### src/rtl/seg_pkg.sv
package seg_pkg;

    localparam int NUM_SEG = 4;
    localparam int SEL_W   = $clog2(NUM_SEG);

    typedef enum logic [1:0] {
        SEG_EXTRA = 2'd0,
        SEG_CODE  = 2'd1,
        SEG_STACK = 2'd2,
        SEG_DATA  = 2'd3
    } seg_id_e;

    typedef enum logic [1:0] {
        ACC_FETCH   = 2'd0,
        ACC_DATA    = 2'd1,
        ACC_STR_SRC = 2'd2,
        ACC_STR_DST = 2'd3
    } acc_kind_e;

    typedef enum logic [2:0] {
        PTR_NONE    = 3'd0,
        PTR_GEN     = 3'd1,
        PTR_SRC_IDX = 3'd2,
        PTR_DST_IDX = 3'd3,
        PTR_STACK   = 3'd4,
        PTR_FRAME   = 3'd5
    } ptr_kind_e;

endpackage

### src/rtl/seg_regfile.sv
module seg_regfile #(
    parameter int               SEG_W     = 16,
    parameter int               NUM_SEG   = 4,
    parameter int               SEL_W     = 2,
    parameter int               CODE_IDX  = 1,
    parameter logic [SEG_W-1:0] CODE_INIT = '1
) (
    input  logic             clk,
    input  logic             rst_n,
    input  logic             wr_en,
    input  logic [SEL_W-1:0] wr_sel,
    input  logic [SEG_W-1:0] wr_data,
    input  logic [SEL_W-1:0] rd_sel,
    output logic [SEG_W-1:0] rd_data
);

    logic [NUM_SEG-1:0][SEG_W-1:0] regs;

    for (genvar g = 0; g < NUM_SEG; g++) begin : g_seg
        localparam logic [SEG_W-1:0] INIT = (g == CODE_IDX) ? CODE_INIT : '0;
        logic [SEG_W-1:0] q;

        always_ff @(posedge clk or negedge rst_n) begin
            if (!rst_n) begin
                q <= INIT;
            end else if (wr_en && (wr_sel == SEL_W'(g))) begin
                q <= wr_data;
            end
        end

        assign regs[g] = q;
    end

    assign rd_data = regs[rd_sel];

endmodule

### src/rtl/seg_select.sv
module seg_select
    import seg_pkg::*;
(
    input  acc_kind_e acc_i,
    input  ptr_kind_e ptr_i,
    input  logic      ovr_valid_i,
    input  seg_id_e   ovr_seg_i,
    output seg_id_e   seg_o
);

    seg_id_e dflt;
    logic    locked;

    always_comb begin
        dflt   = SEG_DATA;
        locked = 1'b0;
        unique case (acc_i)
            ACC_FETCH: begin
                dflt   = SEG_CODE;
                locked = 1'b1;
            end
            ACC_STR_DST: begin
                dflt   = SEG_EXTRA;
                locked = 1'b1;
            end
            ACC_STR_SRC: begin
                dflt   = SEG_DATA;
                locked = 1'b0;
            end
            ACC_DATA: begin
                dflt   = ((ptr_i == PTR_STACK) || (ptr_i == PTR_FRAME)) ? SEG_STACK : SEG_DATA;
                locked = 1'b0;
            end
            default: begin
                dflt   = SEG_DATA;
                locked = 1'b0;
            end
        endcase
    end

    always_comb begin
        seg_o = (ovr_valid_i && !locked) ? ovr_seg_i : dflt;
    end

endmodule

### src/rtl/seg_adder.sv
module seg_adder #(
    parameter int SEG_W     = 16,
    parameter int OFS_W     = 16,
    parameter int SEG_SHIFT = 4,
    parameter int PA_W      = 20
) (
    input  logic [SEG_W-1:0] seg_val_i,
    input  logic [OFS_W-1:0] offset_i,
    output logic [PA_W-1:0]  pa_o
);

    localparam int BASE_W = SEG_W + SEG_SHIFT;

    logic [BASE_W-1:0] base;

    assign base = {seg_val_i, {SEG_SHIFT{1'b0}}};
    assign pa_o = PA_W'(base) + PA_W'(offset_i);

endmodule

### src/rtl/seg_addr_gen.sv
module seg_addr_gen
    import seg_pkg::*;
#(
    parameter int SEG_W     = 16,
    parameter int OFS_W     = 16,
    parameter int SEG_SHIFT = 4,
    parameter int PA_W      = 20
) (
    input  logic             clk,
    input  logic             rst_n,
    input  logic [1:0]       acc_kind_i,
    input  logic [2:0]       ptr_sel_i,
    input  logic [OFS_W-1:0] offset_i,
    input  logic             ovr_valid_i,
    input  logic [1:0]       ovr_seg_i,
    input  logic             sw_en_i,
    input  logic [1:0]       sw_sel_i,
    input  logic [SEG_W-1:0] sw_data_i,
    output logic [PA_W-1:0]  phys_addr_o,
    output logic [1:0]       seg_used_o
);

    localparam logic [SEG_W-1:0] CODE_INIT = '1;

    seg_id_e          seg_sel;
    logic [SEG_W-1:0] seg_val;

    seg_select u_select (
        .acc_i       (acc_kind_e'(acc_kind_i)),
        .ptr_i       (ptr_kind_e'(ptr_sel_i)),
        .ovr_valid_i (ovr_valid_i),
        .ovr_seg_i   (seg_id_e'(ovr_seg_i)),
        .seg_o       (seg_sel)
    );

    seg_regfile #(
        .SEG_W     (SEG_W),
        .NUM_SEG   (NUM_SEG),
        .SEL_W     (SEL_W),
        .CODE_IDX  (int'(SEG_CODE)),
        .CODE_INIT (CODE_INIT)
    ) u_regs (
        .clk     (clk),
        .rst_n   (rst_n),
        .wr_en   (sw_en_i),
        .wr_sel  (sw_sel_i),
        .wr_data (sw_data_i),
        .rd_sel  (seg_sel),
        .rd_data (seg_val)
    );

    seg_adder #(
        .SEG_W     (SEG_W),
        .OFS_W     (OFS_W),
        .SEG_SHIFT (SEG_SHIFT),
        .PA_W      (PA_W)
    ) u_add (
        .seg_val_i (seg_val),
        .offset_i  (offset_i),
        .pa_o      (phys_addr_o)
    );

    assign seg_used_o = seg_sel;

endmodule

### config.mk
export PLATFORM = sky130hd
export DESIGN_NAME = seg_addr_gen
export DESIGN_NICKNAME = d
export VERILOG_FILES = /design/src/rtl/seg_pkg.sv /design/src/rtl/seg_regfile.sv /design/src/rtl/seg_select.sv /design/src/rtl/seg_adder.sv /design/src/rtl/seg_addr_gen.sv
export SDC_FILE = /design/constraint.sdc
export NUM_CORES = 1
export LEC_CHECK = 0
export ABC_AREA = 1
export BUFFER_PORTS_ARGS = -buffer_cell sky130_fd_sc_hd__buf_2
export CORE_ASPECT_RATIO = 1.2
export CORE_MARGIN = 4
export CORE_UTILIZATION = 60
export CTS_CLUSTER_SIZE = 30
export DETAILED_ROUTE_END_ITERATION = 8
export PLACE_DENSITY_LB_ADDON = 0.05
export SYNTH_ARGS = -nofsm -noshare
export SYNTH_HDL_FRONTEND = slang
export SYNTH_SLANG_ARGS = --single-unit
### constraint.sdc
create_clock -name clk -period 6.7 [get_ports clk]
set_input_delay 1.34 -clock clk [delete_from_list [all_inputs] [get_ports clk]]
set_output_delay 1.34 -clock clk [all_outputs]
set_load 0.01 [all_outputs]
==> summary.txt <==
GRT
  • Global-route congestion overflow total: 0
  • M3 GR Usage: 0.04961
  • GRT Resource Usage Total: 0.2235
  • Most Crowded Layer GR: met2
  • Vias in the first global route: between 2,000 and 3,000
  • Initial antenna violation count: 0
  • M1 GR Usage: 0.3012
  • Largest net degree at the start of global routing: 65
  • Global-route track usage on met2: 0.3579
  • First-pass GRT wire length: ~13,000 um

Synth
  • Async S/R FF share, synth: 1.000
  • Top_reg_cell synth: dfrtp_1
  • Yosys reg bits: 64
  • Synthesized area: about 3600 um2
  • Synth warn: 0
  • Syn nets: slightly above 500
  • Mapped Cells: around 450
  • Syn_area_per_cell: roughly 8.0 um2
  • Post-synth cell types: 32
  • Sequential fraction of the synthesis area: 0.4543
  • Post-synth EDFFs: 0

Die
  • Core Footprint: between 5000 and 6000 um2
  • Chip Height: ~92 um
  • Chip width: 78.41 um
  • Starting Density: 0.6257
  • Standard-cell rows: 30
  • IO Pins: 67
  • Die ar.: about 7300 um2

Detailed routing
  • Via density: around 5.3
  • DR pass1 iterations: 5
  • DRC Markers: 0
  • First DRT Iteration DRCs: 220
  • Routed wire length: about 7600 um
  • Routed Antenna Nets: 0
  • Routed via count: between 3,000 and 4,000
  • Wire length per cell: 13.17 um

Min path
  • WHS Path Cells: 2
  • HP Class: reg2reg
  • Hold_sp: u_regs.g_seg[2].q[6]
  • Worst Hold End: u_regs.g_seg[2].q[6]

Power and ir drop
  • Switching share of total power: 0.3443
  • Psw: ~0.39 mW
  • LEAKAGE: approximately 2.0 nW
  • Flop pwr share: 0.429
  • Maximum VDD drop: 0.1889 mV
  • Combinational share of power: 0.331
  • Cell area power density: 286.6 nW/um2
  • Clock Power Share: 0.240
  • Internal Power: ~0.75 mW

Clock tree
  • Clock-pin slew of the registers on the worst-case setup and hold paths: 60 ps
  • Clock buffer depth: 2
  • # hold bufs at CTS: 0
  • CTS buffer count: 9
  • Post-CTS setup buffer count: 0
  • CTS tree: built
  • Worst skew pair latency: between 300 and 400 ps
  • Root Driver: clkbuf_8
  • H-tree depth: 3
  • Clk sinks: 64
  • Post-CTS resize count: 0

Run status
  • Outcome: completed

Setup path
  • FF-to-FF End: u_regs.g_seg[1].q[13]
  • Reg2reg start: u_regs.g_seg[1].q[13]
  • R2r setup slk: between 5000 and 6000 ps
  • CP Class: in2out
  • Startpoint Class: input port
  • Register-to-Register Path Depth: 2
  • CP Capture Type: output port
  • Worst path required time: 5360 ps
  • CP Data Arrival Time: around 4500 ps
  • Critical path peak fanout: 35

Finish
  • Layout cells sized above 1: 0.2020
  • Area grow syn2layout: 11.92%
  • Final cell utilization of the core: 0.7002
  • Max reg flops: between 60 and 70
  • Regs by FF count: u_regs.g_seg.q: 64 flops
  • Most common library cell in the layout ignoring fill and taps: nand2_1
  • Largest reg by FF count: u_regs.g_seg.q
  • Nets@finish: between 500 and 600
  • Ant. Diodes: 0
  • Commonest non-fill, non-tap cells in the layout: nand2_1 (111), o21ai_0 (92), buf_2 (57)
  • Final Instance Area: roughly 4000 um2
  • Cell Count, Final, Fillers Out: 580

Placed design
  • IO Port Bufs: 57
  • Post-DP HPWL: 5173 um
  • Area after DPL: roughly 3800 um2
  • GP Congestion: about 0.79
  • # placed instances: between 500 and 600

STA
  • Final hold viol count: 0
  • Setup TNS: 0 ps
  • Max transition margin: 0.2293
  • Max Fclk: 0.1700 GHz
  • RSZ-0062 raised after global routing: no
  • Final worst path period need: just under 6000 ps
  • Fin. max-slew vios: 0
  • Worst Skew: 0 ps
  • Setup-failing EPs final: 0
  • Final worst path period share: 0.8777
  • Worst-Margin Slew: 1153 ps

Flow run
  • MaxCap Viol Count: 0
==> layout make-up <==
class / count / area [um2]
clock buffer: 12 / 145.1
clock inverter: 4 / 20.02
fill: 505 / 1710
inverter: 40 / 152.6
multi-input combinational: 321 / 1655
sequential: 64 / 1622
tap: 80 / 100.1
timing repair buffer: 59 / 300.3
==> worst max-delay path: stages <==
cell and delay (ps):
buf_2 110, inv_1 50, ha_1 300, nand2_1 80, nand2_1 50, nor2_1 100
nand2_2 120, nand2_8 220, inv_4 170, o21ai_0 190, o22ai_1 130, ha_1 220
fa_1 410, nand3_1 90, nand2_1 110, a21boi_1 210, o21ai_0 150, a21oi_1 180
xor2_1 150, buf_2 140
==> cells by family after synthesis <==
kind of cell               synth area share
xor gates and xnor gates            0.02944
AOI/OAI and AO/OA                    0.1728
and+or+nand+nor                      0.2068
buffers and inverters               0.08202
adders and majority gates           0.05468
DFF                                  0.4543
==> per-layer routing <==
layer / vias up / share of wire
met5: - / 0
met4: 0 / 0.013
met3: 7 / 0.059
met2: 94 / 0.46
met1: 1395 / 0.46
li1: 1567 / -
==> stage by stage <==
step                power [mW]  hold slack, ps  setup WS (ps)
CTS                      1.159           484.1          793.2
finish                   1.145           482.7          819.3
global route             1.235           496.7          414.4
global placement        0.8651           461.4          904.9
detailed placement      0.8773           468.0          800.5
floorplan               0.7620           447.9           1302
==> cell usage after synthesis (2+ instances only) <==
library cell | n | area [um2]
nor2_1 | 31 | 116.4
nand2_1 | 111 | 416.7
clkbuf_1 | 13 | 48.80
dfstp_2 | 16 | 420.4
buf_6 | 4 | 45.04
dfrtp_1 | 48 | 1201
a21oi_1 | 10 | 50.05
inv_1 | 37 | 138.9
xnor2_1 | 2 | 17.52
xor2_1 | 10 | 87.58
o21ai_0 | 92 | 460.4
a21boi_1 | 2 | 15.01
o22ai_1 | 12 | 75.07
nand3_1 | 21 | 105.1
nand4_1 | 2 | 12.51
ha_1 | 14 | 175.2
buf_4 | 5 | 37.54
nand2_2 | 5 | 31.28
==> power by group through the flow <==
| stage | sequential (mW) | combinational, mW | clock, mW |
|---|---|---|---|
| 3_3_place_gp | 0.494 | 0.371 | 0 |
| 3_5_place_dp | 0.497 | 0.381 | 0 |
| 4_1_cts | 0.491 | 0.382 | 0.286 |
| 2_1_floorplan | 0.489 | 0.273 | 0 |
| 5_1_grt | 0.499 | 0.431 | 0.305 |
| 6_report | 0.491 | 0.379 | 0.275 |
==> worst max path at each step <==
stage,start,to
after floorplan,acc_kind_i[1],phys_addr_o[14]
after global placement,acc_kind_i[0],phys_addr_o[14]
after detailed placement,acc_kind_i[0],phys_addr_o[14]
after CTS,acc_kind_i[0],phys_addr_o[14]
after global routing,acc_kind_i[0],phys_addr_o[14]
final,acc_kind_i[0],phys_addr_o[14]
No activity file was read; power rests on OpenSTA's default activity.
